<file path="src/rtl/ext_bus_sequencer.sv">
module ext_bus_sequencer #(
  parameter int AW    = 16,
  parameter int WAITW = 3,
  parameter int HOLDW = 2
) (
  input  logic             clk,
  input  logic             rst_n,
  input  logic             req_valid,
  input  logic             req_write,
  input  logic             req_word,
  input  logic [AW-1:0]    req_addr,
  input  logic [15:0]      req_wdata,
  input  logic [1:0]       req_be,
  output logic [15:0]      core_rdata,
  output logic             core_done,
  input  logic [WAITW-1:0] cfg_wait,
  input  logic [HOLDW-1:0] cfg_hold,
  input  logic             cfg_burst_en,
  input  logic             cfg_burst_wait,
  input  logic             cfg_bus16,
  input  logic             cfg_early_wr,
  input  logic             cfg_fast_rd,
  input  logic             cfg_pre_idle,
  input  logic             cfg_post_idle,
  output logic [AW-1:0]    bus_addr,
  output logic [15:0]      bus_dout,
  output logic             bus_oe,
  input  logic [15:0]      bus_din,
  output logic             bus_sel,
  output logic             bus_rd,
  output logic [1:0]       bus_wr
);

  localparam int CW = (WAITW > HOLDW) ? WAITW : HOLDW;

  typedef enum logic [3:0] {
    S_READY, S_GAP, S_T1, S_TIW, S_T2, S_TF, S_TBW, S_T2B, S_T3, S_HOLD
  } phase_t;

  phase_t st;
  logic             q_write, q_word, q_burst_en, q_bw, q_bus16, q_early, q_fast;
  logic [1:0]       q_be;
  logic [15:0]      q_wdata;
  logic [WAITW-1:0] q_wait;
  logic [HOLDW-1:0] q_hold;
  logic [AW-1:0]    addr_r;
  logic [CW-1:0]    cnt;
  logic             half;
  logic [7:0]       lo_byte;
  logic             prev_post, prev_ew, prev_lw;

  wire narrow_word = q_word & ~q_bus16;
  wire burst       = narrow_word & ~q_write & q_burst_en;
  wire split       = narrow_word & ~burst;
  wire last_sub    = ~split | half;
  wire fast        = q_fast & ~q_write;

  wire need_gap = cfg_pre_idle | prev_post | (prev_ew & ~req_write) |
                  (prev_lw & ~req_write & cfg_fast_rd);

  wire data_end = (st == S_T3) || (st == S_T2B) ||
                  ((st == S_T2 || st == S_TF) && !burst && !(q_write && q_early));
  wire sub_end  = (data_end && q_hold == '0) || (st == S_HOLD && cnt == '0);
  wire lo_cap   = (st == S_T2 || st == S_TF) && !q_write && narrow_word && !half;

  always_ff @(posedge clk or negedge rst_n) begin
    if (!rst_n) begin
      st <= S_READY;
      q_write <= 1'b0; q_word <= 1'b0; q_burst_en <= 1'b0; q_bw <= 1'b0;
      q_bus16 <= 1'b0; q_early <= 1'b0; q_fast <= 1'b0;
      q_be <= '0; q_wdata <= '0; q_wait <= '0; q_hold <= '0;
      addr_r <= '0; cnt <= '0; half <= 1'b0; lo_byte <= '0;
      prev_post <= 1'b0; prev_ew <= 1'b0; prev_lw <= 1'b0;
    end else begin
      if (lo_cap) lo_byte <= bus_din[7:0];
      case (st)
        S_READY: begin
          if (req_valid) begin
            q_write <= req_write; q_word <= req_word; q_be <= req_be;
            q_wdata <= req_wdata; q_wait <= cfg_wait; q_hold <= cfg_hold;
            q_burst_en <= cfg_burst_en; q_bw <= cfg_burst_wait;
            q_bus16 <= cfg_bus16; q_early <= cfg_early_wr; q_fast <= cfg_fast_rd;
            addr_r <= req_addr;
            half <= 1'b0;
            prev_post <= cfg_post_idle;
            prev_ew <= req_write & cfg_early_wr;
            prev_lw <= req_write & ~cfg_early_wr;
            st <= need_gap ? S_GAP : ((cfg_fast_rd && !req_write) ? S_TF : S_T1);
          end else begin
            prev_post <= 1'b0;
            prev_ew <= 1'b0;
            prev_lw <= 1'b0;
          end
        end
        S_GAP: st <= fast ? S_TF : S_T1;
        S_T1: begin
          if (q_wait != '0) begin
            st <= S_TIW;
            cnt <= CW'(q_wait) - CW'(1);
          end else begin
            st <= S_T2;
          end
        end
        S_TIW: begin
          if (cnt == '0) st <= S_T2;
          else cnt <= cnt - CW'(1);
        end
        S_T2, S_TF: begin
          if (burst) begin
            st <= q_bw ? S_TBW : S_T2B;
            addr_r <= addr_r + AW'(1);
          end else if (st == S_T2 && q_write && q_early) begin
            st <= S_T3;
          end
        end
        S_TBW: st <= S_T2B;
        S_HOLD: if (cnt != '0) cnt <= cnt - CW'(1);
        default: ;
      endcase
      if (data_end && q_hold != '0) begin
        st <= S_HOLD;
        cnt <= CW'(q_hold) - CW'(1);
      end
      if (sub_end) begin
        if (!last_sub) begin
          half <= 1'b1;
          addr_r <= addr_r + AW'(1);
          st <= fast ? S_TF : S_T1;
        end else begin
          st <= S_READY;
        end
      end
    end
  end

  wire sel_on = (st == S_T1) || (st == S_TIW) || (st == S_T2) || (st == S_TF) ||
                (st == S_TBW) || (st == S_T2B);
  wire wr_on  = q_write && (q_early ? (st == S_TIW || st == S_T2 || st == S_T3)
                                    : (st == S_T2));

  assign bus_sel  = sel_on;
  assign bus_rd   = sel_on & ~q_write;
  assign bus_wr   = wr_on ? (q_bus16 ? q_be : 2'b01) : 2'b00;
  assign bus_oe   = q_write && (st == S_TIW || st == S_T2 || st == S_T3 || st == S_HOLD);
  assign bus_addr = addr_r;
  assign bus_dout = q_bus16 ? q_wdata : {8'h00, (half ? q_wdata[15:8] : q_wdata[7:0])};

  assign core_done  = data_end & last_sub;
  assign core_rdata = !core_done ? 16'h0000 :
                      q_bus16    ? bus_din :
                      q_word     ? {bus_din[7:0], lo_byte} : {8'h00, bus_din[7:0]};


  t1_no_data_chk: assert property (@(posedge clk) disable iff (!rst_n)
    $rose(bus_sel) |-> (!bus_oe && bus_wr == 2'b00));


  strobe_with_data_chk: assert property (@(posedge clk) disable iff (!rst_n)
    (bus_wr != 2'b00) |-> bus_oe);


  write_hold_stable_chk: assert property (@(posedge clk) disable iff (!rst_n)
    (bus_oe && $past(bus_oe)) |-> ($stable(bus_addr) && $stable(bus_dout)));


  no_contention_chk: assert property (@(posedge clk) disable iff (!rst_n)
    !(bus_rd && bus_oe));


  done_pulse_chk: assert property (@(posedge clk) disable iff (!rst_n)
    core_done |=> !core_done);

endmodule

</file>
<file path="config.mk">
export PLATFORM = sky130hd
export DESIGN_NAME = ext_bus_sequencer
export DESIGN_NICKNAME = d
export VERILOG_FILES = /design/src/rtl/ext_bus_sequencer.sv
export SDC_FILE = /design/constraint.sdc
export NUM_CORES = 1
export LEC_CHECK = 0
export ABC_AREA = 1
export BUFFER_PORTS_ARGS = -buffer_cell sky130_fd_sc_hd__clkbuf_2
export CAP_MARGIN = 20
export CORE_UTILIZATION = 52
export DETAILED_ROUTE_END_ITERATION = 7
export PLACE_DENSITY = 0.78
export SKIP_CTS_REPAIR_TIMING = 1
export SLEW_MARGIN = 30
export SYNTH_ARGS = -nofsm -noshare
export SYNTH_HDL_FRONTEND = slang
export SYNTH_SLANG_ARGS = --single-unit
</file>
<file path="constraint.sdc">
create_clock -name clk -period 2.7 [get_ports clk]
set_clock_uncertainty 0.2 [all_clocks]
set_input_delay 0.54 -clock clk [delete_from_list [all_inputs] [get_ports clk]]
set_output_delay 0.54 -clock clk [all_outputs]
set_load 0.01 [all_outputs]
</file>
==> qor.yml, run 1 <==
status:
  status: "complete, no violations"
sta:
  fmax_mhz: 383
  setup_slack_ns: 0.0876
  worstMarginPinSlew_ns: 0.598
  slew_viol_final: 0
  rsz0062_at_grt: "false"
  holdWs_ns: 0.176
  fin_crit_sh: 0.968
  finalCriticalPeriod_ns: 2.61
  finalHoldViolCount: 0
  finalSetupTns_ns: 0
  finalSetupViolations: 0
  slew_headroom: 0.601
layout:
  n_antenna_cell: 0
  finish.utilization: 0.663
  drive_gt1_frac: 0.274
  final_nets: 731
  finalInstanceArea_um2: 4790
  syn_to_final_growth_pct: 23.3
  fill_cells: 652
global_routing:
  grt_use_met3: 0.0494
  use_met2: 0.452
  grt_pass1_wl_um: 16000
  antenna_found_initial: 0
  track_usage: 0.269
  busiest_layer: "met2"
  use_met1: 0.345
  grt_max_degree: 48
  gr-total-overflow: 0
  grt_pass1_vias: 3471
synthesis:
  syn_area_um2: 3880
  synth_seq_cells: 65
  synth_cell_types: 34
  syn_nets: 607
  ys_warn_count: 0
  ys_seq_area_frac: 0.419
  synth_cells: 538
  avgSynthCellArea_um2: 7.21
routing:
  viasPerCell: 5.13
  antenna_left: 0
  firstDrtPassIters: 5
  vias: 3926
  wl_per_cell_um: 13.0
  drc_errors: 0
  drtIter0Drc: 225
  finalWirelength_um: 9990
placed_design:
  hpwl_um: 7470
  place_ws_ns: 0.221
  gp_congestion: 0.920
  place_area_um2: 4580
  portBuffers: 120
floorplan:
  die_area_um2: 7810
  core_um2: 7210
  rows: 31
  die_y_um: 88.4
  initial_utilization: 0.538
  io_pins: 121
  die_x_um: 88.4
critical_path:
  endpoint_kind: "output pin"
  cp_data_required_time_ns: 1.96
  path_buf_inv: 2
  worstPathMaxFanout: 17
  cp_slowest_cell: "dfrtp_2"
  crit_chain: "inv_2 -> nand2_2 -> nor2_2 -> nand3_1 -> nand2_2 -> nand2_4 -> a21oi_1 -> clkbuf_2"
  critical_path.startpoint_type: "flop"
  critical_path_class: "flop to output pin"
  arrival_ns: 1.87
  crit_path_max_incr_delay_ns: 0.46
  cpMostUsedCell: "nand2_2"
  critical-path-top-delay-family: "simple AND/OR/NAND/NOR gates"
  r2r_setup_slack_ns: 0.47
pwr:
  power.density_nw_per_um2: 378
  cellLeakagePower_nw: 2.80
  ir_worst_vdd_uv: 260
clocking:
  h-tree-depth: 3
  cts_made_buffers: 9
  clk_pin_slew_worst_paths_ns: 0.08
  cts_tree: "yes"
  clock-root-buffer: "clkbuf_8"
  clock_path_buffers: 2
  clkSinkCount: 65
  clk_latency_ns: 0.35
run:
  maxCapViolCount: 0
hold_path:
  hold_class: "input port to flop"
-- cells in the final DEF, fill, tap and decap left out, types with 2 or more instances in the layout --
master,instances
a21oi_1,12
a22oi_1,16
buf_4,4
clkbuf_2,120
clkbuf_8,9
clkinv_2,3
clkinvlp_4,4
dfrtp_1,63
dfrtp_2,2
ha_1,2
inv_1,51
inv_2,7
mux2_2,16
nand2_1,204
nand2_2,5
nand2_4,3
nand3_1,26
nand3b_1,2
nand4_1,5
nor2_1,49
nor2_2,2
nor3_1,5
o211ai_1,2
o21ai_0,31
o21ai_1,4
xnor2_1,2
xor2_1,6
-- cell families after synthesis --
logic type,count (synthesis),synth area share
adders and majority gates,2,0.00645
and+or+nand+nor,307,0.331
AOI/OAI and AO/OA,66,0.0996
muxes,17,0.0490
xor gates and xnor gates,8,0.0181
DFF,65,0.419
buffers and inverters,73,0.0770
-- layer usage --
| metal | wire length (µm) | vias up | share of wire |
|---|---|---|---|
| met1 | 4540 | 1786 | 0.45 |
| met4 | 207 | 0 | 0.021 |
| li1 | - | 1963 | - |
| met2 | 4600 | 157 | 0.46 |
| met5 | 0 | - | 0 |
| met3 | 645 | 20 | 0.065 |
-- tightest hold or removal path, cell delays in order --
cell and delay [ns]:
clkbuf_2 0.07, nand2_1 0.04, nand2_1 0.04
-- registers in the layout, summed over array words and instances (netlist names) --
register    cells
q_early         1
lo_byte         8
q_burst_en      1
prev_post       1
q_bw            1
q_wait          3
q_fast          1
q_wdata        16
q_write         1
st              4
half            1
prev_ew         1
cnt             3
prev_lw         1
bus_addr       16
q_bus16         1
q_word          1
q_hold          2
q_be            2
-- through the flow --
stage                     instances  power, mW
after detailed placement        748       1.09
after global routing            766       1.89
after global placement          748       1.09
after CTS                       764       1.82
after floorplan                 538       1.02
final                           766       1.81
-- power by group --
group / switching (mW) / internal, mW / leakage, nW
registers: 0.00285 / 0.979 / 0.748
logic: 0.0444 / 0.0471 / 1.97
clock network: 0.407 / 0.330 / 0.0814
-- Yosys cell counts (all sizes together) --
| library cell | n | area, µm² |
|---|---|---|
| a21oi | 12 | 60.1 |
| a22oi | 16 | 120 |
| buf | 12 | 70.1 |
| clkbuf | 2 | 7.51 |
| dfrtp | 65 | 1630 |
| ha | 2 | 25.0 |
| inv | 59 | 221 |
| mux2 | 16 | 180 |
| mux2i | 1 | 10.0 |
| nand2 | 212 | 823 |
| nand3 | 27 | 140 |
| nand3b | 2 | 15.0 |
| nand4 | 6 | 43.8 |
| nor2 | 52 | 208 |
| nor3 | 6 | 41.3 |
| o211ai | 2 | 15.0 |
| o21ai | 36 | 191 |
| or2 | 1 | 6.26 |
| or3 | 1 | 6.26 |
| xnor2 | 2 | 17.5 |
| xor2 | 6 | 52.6 |
-- final timing paths --
| path | from | end | depth (start not counted) |
|---|---|---|---|
| setup / recovery | st[3] | core_rdata[0] | 8 |
| hold / removal | req_wdata[3] | q_wdata[3] | 3 |
| setup reg to reg | st[0] | cnt[2] | 11 |
| hold reg to reg | q_wdata[0] | q_wdata[0] | 2 |
| max in group asynchronous | rst_n | q_write | 3 |
| min in group asynchronous | rst_n | bus_addr[13] | 2 |
-- final cells by class --
type | count | area (µm²) | share of cell area
Multi-Input combinational cell | 400 | 1970 | 0.412
Sequential cell | 65 | 1630 | 0.340
Timing Repair Buffer | 126 | 661 | 0.138
Inverter | 59 | 225 | 0.0471
Clock buffer | 9 | 124 | 0.0259
Tap cell | 99 | 124 | 0.0259
Clock inverter | 7 | 46.3 | 0.00967
Timing Repair inverter | 1 | 5.00 | 0.00105
No activity file was read; power rests on OpenSTA's default activity.
==> run 2, diff against run 1 <==
Settings changed: CORE_UTILIZATION 52 to 47, PLACE_DENSITY 0.78 to 0.74.
Clock period 2.7 ns to 2.25 ns, I/O delays scaled along.
==> qor.yml, run 2 (synthesis gave the netlist of run 1 again) <==
status:
  status: "complete, but fails checks"
  violations: "negative setup slack"
routing:
  drc_errors: 0
  drtIter0Drc: 192
  wl_per_cell_um: 13.6
  firstDrtPassIters: 5
  finalWirelength_um: 10700
  vias: 4054
  antenna_left: 0
  viasPerCell: 5.14
sta:
  rsz0062_at_grt: "true"
  finalSetupViolations: 20
  finalCriticalPeriod_ns: 2.39
  setup_slack_ns: -0.142
  holdWs_ns: 0.0951
  finalSetupTns_ns: -1.35
  slew_viol_final: 0
  fmax_mhz: 418
  worstMarginPinSlew_ns: 0.409
  slew_headroom: 0.726
  finalHoldViolCount: 0
  fin_crit_sh: 1.06
floorplan:
  die_area_um2: 8630
  io_pins: 121
  die_x_um: 92.9
  core_um2: 7850
  rows: 32
  die_y_um: 92.9
  initial_utilization: 0.495
critical_path:
  worstPathMaxFanout: 5
  crit_chain: "nand2_2 -> inv_2 -> nand2_2 -> inv_1 -> or3_4 -> o211ai_1 -> nor2_1 -> clkbuf_2"
  cp_slowest_cell: "dfrtp_2"
  crit_path_max_incr_delay_ns: 0.46
  cpMostUsedCell: "nand2_2"
  arrival_ns: 1.74
  critPathLaunch: "st[1]"
  endpoint_kind: "output pin"
  critical_path_class: "flop to output pin"
  rr_startpoint: "st[1]"
  r2r_setup_slack_ns: 0.02
  cp_data_required_time_ns: 1.60
  critical_path.startpoint_type: "flop"
global_routing:
  grt_pass1_vias: 3744
  gr-total-overflow: 0
  antenna_found_initial: 0
  grt_max_degree: 42
  grt_pass1_wl_um: 17100
  track_usage: 0.252
pwr:
  swShare: 0.224
  cellLeakagePower_nw: 2.97
  power_frac_comb: 0.047
  seq_power_share: 0.483
  power.density_nw_per_um2: 475
  power.internal_mw: 1.89
  ir_worst_vdd_uv: 300
  pwr-share-clk: 0.470
  netSwitchingPower_mw: 0.548
layout:
  syn_to_final_growth_pct: 32.3
  final_nets: 750
  drive_gt1_frac: 0.334
  n_antenna_cell: 0
  finalInstanceArea_um2: 5130
  multiInputGateArea_um2: 2100
  fill_cells: 683
  seq_area_um2: 1630
  final_cell_mix: "nand2_1, clkbuf_2, dfrtp_1"
  final_common_cell: "nand2_1"
placed_design:
  gp_congestion: 0.878
  place_area_um2: 4680
  portBuffers: 120
  hpwl_um: 7790
  place_ws_ns: -0.0717
clocking:
  cts_tree: "yes"
  cts_made_buffers: 9
  clkSinkCount: 65
  clock-root-buffer: "clkbuf_8"
  h-tree-depth: 3
  clock_path_buffers: 2
  clk_latency_ns: 0.35
  clk_pin_slew_worst_paths_ns: 0.08
run:
  maxCapViolCount: 0
hold_path:
  hold_class: "input port to flop"
  hp-start: "req_wdata[10]"
run 2: cell count changes in the layout (fill, tap and decap cells not counted), moves of 6 or more:
cell      before  now
buf_2          0   17
buf_4          4   21
nand2_1      204  198
nor2_1        49   43
a21oi_2        0    7
clkbuf_2     120  103
a21oi_1       12    5
run 2: power groups by stage:
stage	Clock [mW]	Sequential (mW)	Combinational (mW)
final	1.15	1.18	0.116
after global routing	1.22	1.18	0.130
after CTS	1.17	1.18	0.116
after detailed placement	0	1.20	0.115
after global placement	0	1.20	0.113
after floorplan	0	1.20	0.0177
run 2: worst max-delay path, delay by kind of cell (launching register included):
kind | cells | cell delay [ns]
DFF | 1 | 0.46
buffers and inverters | 3 | 0.24
and+or+nand+nor | 4 | 0.56
AOI/OAI and AO/OA | 1 | 0.14
run 2: through the flow:
| step | power (mW) | util | cells |
|---|---|---|---|
| floorplan | 1.22 | - | 538 |
| global placement | 1.31 | 0.596 | 762 |
| detailed placement | 1.32 | 0.596 | 762 |
| CTS | 2.46 | 0.625 | 778 |
| global route | 2.52 | 0.654 | 788 |
| finish | 2.44 | 0.654 | 788 |
run 2: worst paths after layout:
path                          endpoint  cells past startpoint
max                          bus_wr[0]                      8
min                        q_wdata[10]                      3
max reg2reg                     cnt[2]                     11
min reg2reg                    q_be[1]                      2
max in group asynchronous        st[1]                      3
min in group asynchronous    q_wait[0]                      2
run 2: layout make-up:
type	count	area share
Tap cell	102	0.0249
Inverter	59	0.0448
Timing Repair Buffer	144	0.157
Multi-Input combinational cell	401	0.409
Timing Repair inverter	1	0.00146
Clock inverter	6	0.0175
Clock buffer	10	0.0268
Sequential cell	65	0.318
run 2: layer usage:
metal  up-vias  share of wire  track usage
li1       1997              -            -
met1      1879           0.44        0.330
met2       160           0.47        0.411
met3        18          0.073       0.0640
met4         0          0.017       0.0718
met5         -              0            0
